===== config.mk =====
export PLATFORM = sky130hd
export DESIGN_NAME = hostbus_bridge
export DESIGN_NICKNAME = d
export VERILOG_FILES = /design/src/rtl/hb_pkg.sv /design/src/rtl/hb_sync.sv /design/src/rtl/hb_par_engine.sv /design/src/rtl/hb_ser_engine.sv /design/src/rtl/hostbus_bridge.sv
export SDC_FILE = /design/constraint.sdc
export NUM_CORES = 1
export LEC_CHECK = 0
export BUFFER_PORTS_ARGS = -buffer_cell sky130_fd_sc_hd__buf_2
export CORE_MARGIN = 2
export CORE_UTILIZATION = 40
export CTS_BUF_LIST = sky130_fd_sc_hd__clkbuf_8
export CTS_CLUSTER_SIZE = 25
export DETAILED_ROUTE_END_ITERATION = 12
export HOLD_SLACK_MARGIN = 0.08
export PLACE_DENSITY = 0.58
export SLEW_MARGIN = 20
export SYNTH_ARGS = -nofsm -noshare
export SYNTH_HDL_FRONTEND = slang
export SYNTH_HIERARCHICAL = 1
export SYNTH_SLANG_ARGS = --single-unit

===== constraint.sdc =====
create_clock -name clk -period 2.55 [get_ports clk]
set_clock_uncertainty 0.2 [all_clocks]
set_input_delay 0.3825 -clock clk [delete_from_list [all_inputs] [get_ports clk]]
set_output_delay 0.3825 -clock clk [all_outputs]
set_load 0.01 [all_outputs]

===== src/rtl/hb_pkg.sv =====
package hb_pkg;

  typedef enum logic [1:0] {
    MODE_SEP = 2'd0,
    MODE_DIR = 2'd1,
    MODE_MUX = 2'd2,
    MODE_SER = 2'd3
  } hb_mode_e;

  typedef enum logic [1:0] {
    PS_IDLE   = 2'd0,
    PS_ACCESS = 2'd1,
    PS_DONE   = 2'd2
  } hb_pstate_e;

  // level driven on the ready pin for a given style and engine phase
  function automatic logic hb_ready_level(hb_mode_e m, logic in_access, logic in_done);
    case (m)
      MODE_DIR: return ~in_done;
      MODE_SER: return 1'b0;
      default:  return ~in_access;
    endcase
  endfunction

  // serial output advances on the edge picked by the select bit
  function automatic logic hb_out_edge(logic sel_rise, logic rise, logic fall);
    return sel_rise ? rise : fall;
  endfunction

endpackage


===== src/rtl/hb_sync.sv =====
module hb_sync #(
  parameter int W = 1,
  parameter int STAGES = 2,
  parameter logic [W-1:0] RST_VAL = '0
) (
  input  logic         clk,
  input  logic         rst_n,
  input  logic [W-1:0] d,
  output logic [W-1:0] q
);
  logic [W-1:0] stg [STAGES];

  always_ff @(posedge clk or negedge rst_n) begin
    if (!rst_n) begin
      for (int i = 0; i < STAGES; i++) stg[i] <= RST_VAL;
    end else begin
      stg[0] <= d;
      for (int i = 1; i < STAGES; i++) stg[i] <= stg[i-1];
    end
  end

  assign q = stg[STAGES-1];
endmodule


===== src/rtl/hb_par_engine.sv =====
module hb_par_engine
  import hb_pkg::*;
#(
  parameter int AW = 7,
  parameter int DW = 8
) (
  input  logic          clk,
  input  logic          rst_n,
  input  hb_mode_e      mode,
  input  logic          en,
  input  logic          s_cs_n,
  input  logic          s_wr_n,
  input  logic          s_rd_n,
  input  logic          s_ale,
  input  logic [AW-1:0] addr_i,
  input  logic [DW-1:0] data_i,
  input  logic [DW-1:0] reg_rdata_i,
  output logic [AW-1:0] p_addr,
  output logic [DW-1:0] p_wdata,
  output logic [DW-1:0] p_rdata,
  output logic          p_we,
  output logic          p_re,
  output logic          p_rdy,
  output logic          p_oe
);
  hb_pstate_e    state;
  logic          is_rd;
  logic          ale_q;
  logic [AW-1:0] ale_addr;

  // strobe decode per style
  logic wr_req, rd_req, go, ale_fall;
  assign wr_req   = en & ~s_cs_n & ~s_wr_n;
  assign rd_req   = en & ~s_cs_n & ((mode == MODE_DIR) ? s_wr_n : ~s_rd_n);
  assign go       = wr_req | rd_req;
  assign ale_fall = ale_q & ~s_ale;

  always_ff @(posedge clk or negedge rst_n) begin
    if (!rst_n) begin
      ale_q    <= 1'b0;
      ale_addr <= '0;
    end else begin
      ale_q <= s_ale;
      if (ale_fall && mode == MODE_MUX) ale_addr <= data_i[AW-1:0];
    end
  end

  always_ff @(posedge clk or negedge rst_n) begin
    if (!rst_n) begin
      state   <= PS_IDLE;
      is_rd   <= 1'b0;
      p_addr  <= '0;
      p_wdata <= '0;
      p_rdata <= '0;
    end else begin
      case (state)
        PS_IDLE: if (go) begin
          state   <= PS_ACCESS;
          is_rd   <= ~wr_req;
          p_addr  <= (mode == MODE_MUX) ? ale_addr : addr_i;
          p_wdata <= data_i;
        end
        PS_ACCESS: begin
          if (is_rd) p_rdata <= reg_rdata_i;
          state <= PS_DONE;
        end
        PS_DONE: if (!go) state <= PS_IDLE;
        default: state <= PS_IDLE;
      endcase
    end
  end

  assign p_we  = (state == PS_ACCESS) & ~is_rd;
  assign p_re  = (state == PS_ACCESS) &  is_rd;
  assign p_oe  = (state == PS_DONE)   &  is_rd;
  assign p_rdy = hb_ready_level(mode, state == PS_ACCESS, state == PS_DONE);
endmodule


===== src/rtl/hb_ser_engine.sv =====
module hb_ser_engine
  import hb_pkg::*;
#(
  parameter int AW = 7,
  parameter int DW = 8
) (
  input  logic          clk,
  input  logic          rst_n,
  input  logic          en,
  input  logic          s_cs_n,
  input  logic          s_sclk,
  input  logic          s_sdi,
  input  logic          s_edge_rise,
  input  logic [DW-1:0] reg_rdata_i,
  output logic [AW-1:0] s_addr,
  output logic [DW-1:0] s_wdata,
  output logic          s_we,
  output logic          s_re,
  output logic          s_sdo,
  output logic          s_oe
);
  localparam int HW    = AW + 1;
  localparam int FRAME = HW + DW;
  localparam int CW    = $clog2(FRAME + 1);
  localparam logic [CW-1:0] HW_C    = CW'(HW);
  localparam logic [CW-1:0] LASTH_C = CW'(HW - 1);
  localparam logic [CW-1:0] LASTD_C = CW'(FRAME - 1);
  localparam logic [CW-1:0] FRAME_C = CW'(FRAME);

  logic [CW-1:0] cnt;
  logic [HW-1:0] hdr;
  logic [DW-1:0] wsr, osr;
  logic          sclk_q, cs_prev, hdr_evt, dat_evt;

  logic cs_act, rise, fall, frame_start, shift_in, rw, in_data, out_step;
  assign cs_act      = en & ~s_cs_n;
  assign rise        = s_sclk & ~sclk_q;
  assign fall        = ~s_sclk & sclk_q;
  assign frame_start = cs_act & ~cs_prev;
  assign shift_in    = cs_act & rise & (cnt < FRAME_C);
  assign rw          = hdr[HW-1];
  assign in_data     = cnt >= HW_C;
  assign out_step    = cs_act & rw & in_data & hb_out_edge(s_edge_rise, rise, fall);

  always_ff @(posedge clk or negedge rst_n) begin
    if (!rst_n) begin
      sclk_q  <= 1'b0;
      cs_prev <= 1'b0;
      hdr_evt <= 1'b0;
      dat_evt <= 1'b0;
      cnt     <= '0;
      hdr     <= '0;
      wsr     <= '0;
    end else begin
      sclk_q  <= s_sclk;
      cs_prev <= cs_act;
      hdr_evt <= shift_in & (cnt == LASTH_C);
      dat_evt <= shift_in & (cnt == LASTD_C);
      if (frame_start) begin
        cnt <= '0;
      end else if (shift_in) begin
        cnt <= cnt + 1'b1;
        if (cnt < HW_C) hdr <= {hdr[HW-2:0], s_sdi};
        else            wsr <= {wsr[DW-2:0], s_sdi};
      end
    end
  end

  always_ff @(posedge clk or negedge rst_n) begin
    if (!rst_n) begin
      osr   <= '0;
      s_sdo <= 1'b0;
    end else if (s_re) begin
      osr <= reg_rdata_i;
    end else if (out_step) begin
      s_sdo <= osr[DW-1];
      osr   <= {osr[DW-2:0], 1'b0};
    end
  end

  assign s_re    = hdr_evt & rw;
  assign s_we    = dat_evt & ~rw;
  assign s_addr  = hdr[AW-1:0];
  assign s_wdata = wsr;
  assign s_oe    = cs_act & ~frame_start & rw & in_data;
endmodule


===== src/rtl/hostbus_bridge.sv =====
module hostbus_bridge
  import hb_pkg::*;
#(
  parameter int AW = 7,
  parameter int DW = 8,
  parameter int SYNC_STAGES = 2
) (
  input  logic          clk,
  input  logic          rst_n,
  input  logic [1:0]    mode_i,
  input  logic          cs_n_i,
  input  logic          wr_n_i,
  input  logic          rd_n_i,
  input  logic          ale_i,
  input  logic [AW-1:0] addr_i,
  input  logic [DW-1:0] data_i,
  output logic [DW-1:0] data_o,
  output logic          data_oe_o,
  output logic          rdy_o,
  input  logic          sclk_i,
  input  logic          sdi_i,
  input  logic          sdo_edge_i,
  output logic [AW-1:0] reg_addr_o,
  output logic [DW-1:0] reg_wdata_o,
  output logic          reg_we_o,
  output logic          reg_re_o,
  input  logic [DW-1:0] reg_rdata_i
);
  localparam int NSYNC = 7;

  hb_mode_e mode_q;
  always_ff @(posedge clk) begin
    if (!rst_n) mode_q <= hb_mode_e'(mode_i);
  end

  logic [NSYNC-1:0] raw, syn;
  assign raw = {cs_n_i, wr_n_i, rd_n_i, ale_i, sclk_i, sdi_i, sdo_edge_i};

  hb_sync #(.W(NSYNC), .STAGES(SYNC_STAGES), .RST_VAL(7'b1110000)) u_sync (
    .clk(clk), .rst_n(rst_n), .d(raw), .q(syn)
  );

  logic s_cs_n, s_wr_n, s_rd_n, s_ale, s_sclk, s_sdi, s_edge;
  assign {s_cs_n, s_wr_n, s_rd_n, s_ale, s_sclk, s_sdi, s_edge} = syn;

  logic ser_sel;
  assign ser_sel = (mode_q == MODE_SER);

  logic [AW-1:0] p_addr, s_addr;
  logic [DW-1:0] p_wdata, p_rdata, s_wdata;
  logic          p_we, p_re, p_rdy, p_oe, s_we, s_re, s_sdo, s_oe;

  hb_par_engine #(.AW(AW), .DW(DW)) u_par (
    .clk(clk), .rst_n(rst_n), .mode(mode_q), .en(~ser_sel),
    .s_cs_n(s_cs_n), .s_wr_n(s_wr_n), .s_rd_n(s_rd_n), .s_ale(s_ale),
    .addr_i(addr_i), .data_i(data_i), .reg_rdata_i(reg_rdata_i),
    .p_addr(p_addr), .p_wdata(p_wdata), .p_rdata(p_rdata),
    .p_we(p_we), .p_re(p_re), .p_rdy(p_rdy), .p_oe(p_oe)
  );

  hb_ser_engine #(.AW(AW), .DW(DW)) u_ser (
    .clk(clk), .rst_n(rst_n), .en(ser_sel),
    .s_cs_n(s_cs_n), .s_sclk(s_sclk), .s_sdi(s_sdi), .s_edge_rise(s_edge),
    .reg_rdata_i(reg_rdata_i),
    .s_addr(s_addr), .s_wdata(s_wdata), .s_we(s_we), .s_re(s_re),
    .s_sdo(s_sdo), .s_oe(s_oe)
  );

  assign reg_addr_o  = ser_sel ? s_addr  : p_addr;
  assign reg_wdata_o = ser_sel ? s_wdata : p_wdata;
  assign reg_we_o    = p_we | s_we;
  assign reg_re_o    = p_re | s_re;
  assign data_o      = ser_sel ? {{(DW-1){1'b0}}, s_sdo} : p_rdata;
  assign data_oe_o   = ser_sel ? s_oe : p_oe;
  assign rdy_o       = p_rdy;
endmodule


# [Word level (Yosys, flattened, before mapping)]
# Cells that the tools add are included.
[totals] latchBits=0 mem_count=0 rom_bits=0 register_bits=84 output_inout_bits=27 ramBits=0
[classes] shift=0 mux=15 magnitude_cmp=3 bitwise_logic=42 add_sub_neg=1 n_reduce_logical=10 n_eq_ne=9 div=0 mul=0
[ops] operator="two-way mux 8 bit" count=4
[ops] operator="AND 1 bit" count=23
[ops] operator="inverter 1 bit" count=16
[ops] operator="two-way mux 7 bit" count=2
[ops] operator="two-way mux 5 bit" count=2
[ops] operator="AND reduction 2 bit" count=4
[ops] operator="equality test 2 bit (second input constant)" count=3
[ops] operator="case mux 2 bit (3 select lines)" count=1
[ops] operator="AND reduction 3 bit" count=2
[ops] operator="adder 5 x 1 -> 5 bit (second input constant)" count=1
[ops] operator="equality test 5 x 3 -> 1 bit (second input constant)" count=1
[ops] operator="equality test 5 x 4 -> 1 bit (second input constant)" count=1
[ops] operator="greater-or-equal comparator 5 x 4 -> 1 bit (second input constant)" count=1
[ops] operator="less-than comparator 5 x 4 -> 1 bit (second input constant)" count=1
[ops] operator="less-than comparator 5 bit (second input constant)" count=1
[ops] operator="equality test 2 x 1 -> 1 bit (second input constant)" count=2
[ops] operator="two-way mux 2 bit" count=2
[ops] operator="nonzero test 2 bit" count=2
[ops] operator="two-way mux 1 bit" count=3
[ops] operator="OR 1 bit" count=3
[ops] operator="zero test 2 bit" count=1
[ops] operator="!= test 2 x 1 -> 1 bit (second input constant)" count=1
[ops] operator="!= test 2 bit (second input constant)" count=1
[ops] operator="case mux 1 bit (2 select lines)" count=1
[ops] operator="logical AND 1 bit" count=1

# [Logic depth before layout (Yosys ltp)]
[depth] ltp_word=8 mapped_depth=9 depth_no_buf=7

# [Cells and area by module]
# The synthesis kept the hierarchy.
[modules_own_cells] mod="hb_ser_engine" cells_each=124 n_inst=1 area_per_inst_um2=1522.7 seq_area_each_um2=850.8
[modules_own_cells] mod="hb_par_engine" cells_each=94 n_inst=1 area_per_inst_um2=1447.6 seq_area_each_um2=850.8
[modules_own_cells] mod="hb_sync" cells_each=21 n_inst=1 area_per_inst_um2=410.4 seq_area_each_um2=357.8
[modules_own_cells] mod="hostbus_bridge" cells_each=33 n_inst=1 area_per_inst_um2=390.4 seq_area_each_um2=60.1

# [Worst setup path after synthesis]
# No wires, ideal clock.
[synth_timing] path_type="register -> register" start="reg mode_q[0]" end="reg u_ser.hdr[0]" period_less_slack_ns=2.109 t_arrival_ns=1.784 path_stages_with_launch=10 slack_ns=0.441 t_required_ns=2.225 path_cell_list="edfxtp_1 nand2_4 buf_6 inv_1 nand2b_1 clkbuf_2 inv_1 nand3_1 nor2_2 mux2_2"
[synth_via] elab_chain_len=5 elab_cells_between_ends=7
[synth_lines] item="start: declaration" line="hostbus_bridge.sv:31" text="hb_mode_e mode_q;"
[synth_lines] item="start signal: assignment" line="hostbus_bridge.sv:33" text="if (!rst_n) mode_q <= hb_mode_e'(mode_i);"
[synth_lines] item="equality test 2 bit *" line="hostbus_bridge.sv:47" text="assign ser_sel = (mode_q == MODE_SER);"
[synth_lines] item="net ser_sel" line="hostbus_bridge.sv:46" text="logic ser_sel;"
[synth_lines] item="AND 1 bit *" line="hb_ser_engine.sv:36" text="assign cs_act = en & ~s_cs_n;"
[synth_lines] item="net u_ser.cs_act" line="hb_ser_engine.sv:35" text="logic cs_act, rise, fall, frame_start, shift_in, rw, in_data, out_step;"
[synth_lines] item="AND 1 bit (on tied branches)" line="hb_ser_engine.sv:40, hb_ser_engine.sv:39"
[synth_lines] item="AND 1 bit / inverter 1 bit (equally long branches)"
[synth_lines] item="AND reduction 3 bit (no line) *"
[synth_lines] item="end signal: assignment" line="hb_ser_engine.sv:63" text="if (cnt < HW_C) hdr <= {hdr[HW-2:0], s_sdi};"
[synth_lines] item="end: declaration" line="hb_ser_engine.sv:31" text="logic [HW-1:0] hdr;"
# Mark *: on every way through the listed nets, which the timed path passes. The rest lies on a longest branch.
# A chain may end at the register's enable or synchronous reset.

# [Worst setup path in the final report]
[layout_timing] start="reg mode_q[0]" end="out reg_addr_o[6]"
[layout_via] elab_chain_len=2
[layout_lines] item="equality test 2 bit" line="hostbus_bridge.sv:47"
[layout_lines] item="two-way mux 7 bit" line="hostbus_bridge.sv:69" text="assign reg_addr_o = ser_sel ? s_addr : p_addr;"
[layout_lines] item="end: declaration" line="hostbus_bridge.sv:23" text="output logic [AW-1:0] reg_addr_o,"
# Every way passes these cells.

==> flow_metrics.py <==
metrics = {
    "critical_path": {
        "endpoint_kind": "primary output",
        "slowest_stage": "edfxtp_1",
        "cp.arrival_ns": 1.84,
        "regToRegSetupSlack_ns": 0.46,
        "crit_buf_inv": 2,
        "worst_path_largest_cell_delay_ns": 0.46,
        "critPathLaunch": "mode_q[0]",
        "crit_fanout": 15,
        "critical_path.startpoint_type": "flip-flop",
        "cp.required_ns": 1.97,
        "r2r-start": "mode_q[0]",
        "path_class": "reg -> out",
        "critical-path-top-delay-family": "flip-flops",
        "crit_chain": "nand2_4, buf_4, mux2_2, buf_2",
    },
    "logic_synthesis": {
        "synth_nets": 308,
        "ys_types": 39,
        "ys_seq_area_share_pct": 56.2,
        "yosysWarnings": 6,
        "synth_edf_count": 2,
        "synth_async_sr_flop_share_pct": 97.6,
        "synth_ff_type": "dfrtp_1",
        "synthDominantCellAreaShare_pct": 50.4,
        "post-synth-top-area-cell": "dfrtp_1",
        "syn_inst": 272,
        "synth_area_leaders": "dfrtp_1, mux2_2, mux2_4, dfstp_2, buf_4",
        "syn_area_per_cell_um2": 13.9,
        "synth_commonest_cells": "dfrtp_1, mux2_2, mux2_4, buf_4",
        "post-synth-top-count-cell": "dfrtp_1",
        "synth_area_mm2": 0.00377,
        "synth-seq-cells": 84,
    },
    "cells_and_area": {
        "seqCellArea_mm2": 0.00212,
        "final_nets": 392,
        "num-fill-cells": 832,
        "num_antenna_cells": 0,
        "layout-drive-gt1-share_pct": 47.6,
        "multi_input_area_mm2": 0.00145,
        "fin_util_pct": 49.5,
        "area_delta_synth_final_pct": 20.7,
        "finalInstanceArea_mm2": 0.00455,
    },
    "global_route": {
        "grt_max_degree": 66,
        "grt_antenna_before_repair": 0,
        "grt.total_usage_pct": 15.0,
        "grt_pass1_wl_um": 11500,
        "grt_pass1_vias": 2305,
        "overflow": 0,
    },
    "place": {
        "portBuffers": 60,
        "gp_congestion": 0.857,
        "placed_area_mm2": 0.00412,
        "hpwl_um": 4680,
    },
    "floorplan": {
        "coreArea_mm2": 0.00920,
        "die-height_um": 101,
        "die_area_mm2": 0.0102,
        "initial_core_util_pct": 41.0,
        "fp-row-count": 35,
        "pin_count": 61,
        "chipWidth_um": 101,
    },
    "clock_network": {
        "cts-root-buf": "clkbuf_8",
        "cts_max_level": 3,
        "cts_tree": "yes",
        "cts_buffers": 9,
        "clock-sinks": 84,
        "clkTransAtPathRegs_ns": 0.08,
        "clk_path_buf_depth": 2,
        "worstSkewPairLatency_ns": 0.35,
    },
    "timing": {
        "setup_violations": 0,
        "hold_viol_final": 0,
        "grt_setup_unrepaired": "false",
        "tightest_slew_ns": 0.522,
        "fin_crit_sh_pct": 95.0,
        "fin_setup_tns_ns": 0,
        "finalMaxSlewViolations": 0,
        "fmax_ghz": 0.413,
        "min_period_ns": 2.42,
        "slew_headroom_pct": 64.8,
    },
    "job": {
        "max_cap_viol_count": 0,
    },
    "route": {
        "detail_route.wl_per_cell_um": 14.8,
        "drt_pass1_iterations": 4,
        "vias": 2264,
        "wirelength_um": 6990,
        "remaining_drc_errors": 0,
        "vias_per_cell": 4.80,
        "drtIter0Drc": 58,
        "ant_nets": 0,
    },
    "worst_hold_path": {
        "hp-class": "reg -> reg",
        "holdCritStartpoint": "u_sync/stg[9]",
    },
    "power": {
        "p_leak_uw": 0.00222,
        "irDropWorstVdd_uv": 460,
        "power_density_mw_per_mm2": 734,
    },
    "status": {
        "status": "completed",
    },
}
-- stage by stage --
stage               hold slack, ns  std cells  total power (µW)  setup slack (ns)
global placement            0.0810        430              2500             0.516
floorplan                   -0.113        272              2240             0.441
global route                 0.164        472              3550            0.0121
detailed placement          0.0828        430              2520             0.455
finish                       0.143        472              3340             0.127
CTS                          0.143        472              3400            0.0744
-- worst register-to-register path, delay by kind of cell (launching register included) --
family	cells	cell delay, ns
AND/OR/NAND/NOR	4	0.74
multiplexers	1	0.38
flip-flops	1	0.43
buffers and inverters	2	0.23
-- final timing paths --
kind / endpoint / cells past startpoint
worst max-delay path: reg_addr_o[6] / 4
worst min-delay path: u_sync/q[2] / 0
worst max register to register: u_ser/hdr[0] / 7
worst min register to register: u_sync/q[2] / 0
max in group asynchronous: u_sync/q[5] / 3
min in group asynchronous: u_par/ale_addr[2] / 2
-- routing by layer --
layer / vias to the layer above / part of all wire (%) / global-route usage, %
met5: - / 0 / 0
met4: 0 / 1.7 / 5.72
met3: 11 / 4.3 / 5.41
met2: 48 / 45 / 22.2
met1: 1114 / 49 / 20.1
li1: 1091 / - / -
-- flip-flops by register name, summed over array words and instances (netlist names), 2 cells and up --
register,cells
mode_q,2
u_par/ale_addr,7
u_par/p_addr,7
u_par/p_rdata,8
u_par/p_wdata,8
u_par/state,2
u_ser/cnt,5
u_ser/hdr,8
u_ser/osr,8
u_ser/s_wdata,8
u_sync/q,7
u_sync/stg,7
-- cell usage in the layout, fill, tap and decap left out, types with 2 or more instances in the layout --
master / n
a21oi_1: 7
and2_1: 8
and3_1: 3
buf_2: 59
buf_4: 9
clkbuf_8: 10
clkinv_2: 4
dfrtp_1: 76
dfstp_2: 6
dlygate4sd3_1: 26
edfxtp_1: 2
ha_1: 2
inv_1: 10
mux2_2: 51
mux2_4: 21
mux2i_1: 8
nand2_1: 10
nand3_1: 3
nor2_1: 10
nor2b_1: 4
nor3b_1: 2
o21ai_0: 7
o22ai_1: 2
or2_2: 2
xor2_1: 2
-- cells by family after synthesis --
| kind of cell | count (synthesis) | share of synthesized area, % |
|---|---|---|
| fa+ha+maj | 2 | 0.663 |
| flops | 84 | 56.2 |
| simple gates | 54 | 8.26 |
| xor+xnor | 2 | 0.465 |
| compound gates | 19 | 3.18 |
| mux | 80 | 25.7 |
| buf+inv | 31 | 5.51 |
-- where the power goes --
group          total (µW)  internal (µW)  switching, µW
clock                 827            370            457
sequential           1680           1570            118
combinational         832            505            326
-- what timing repair did --
item,4_1_cts,5_1_grt
setup buffers,0,0
hold buffers,26,0
hold endpoints to repair,111,0
gates resized for setup,0,1
setup endpoints to repair,0,1
-- layout make-up --
type | count | area share (%)
clock buffers | 10 | 3.02
repair buffers | 95 | 14.1
multi-input cells | 157 | 31.8
flip-flops and latches | 84 | 46.6
inverters | 9 | 0.742
well taps | 111 | 3.05
clock inverters | 6 | 0.687
No activity file was read; power rests on OpenSTA's default activity.
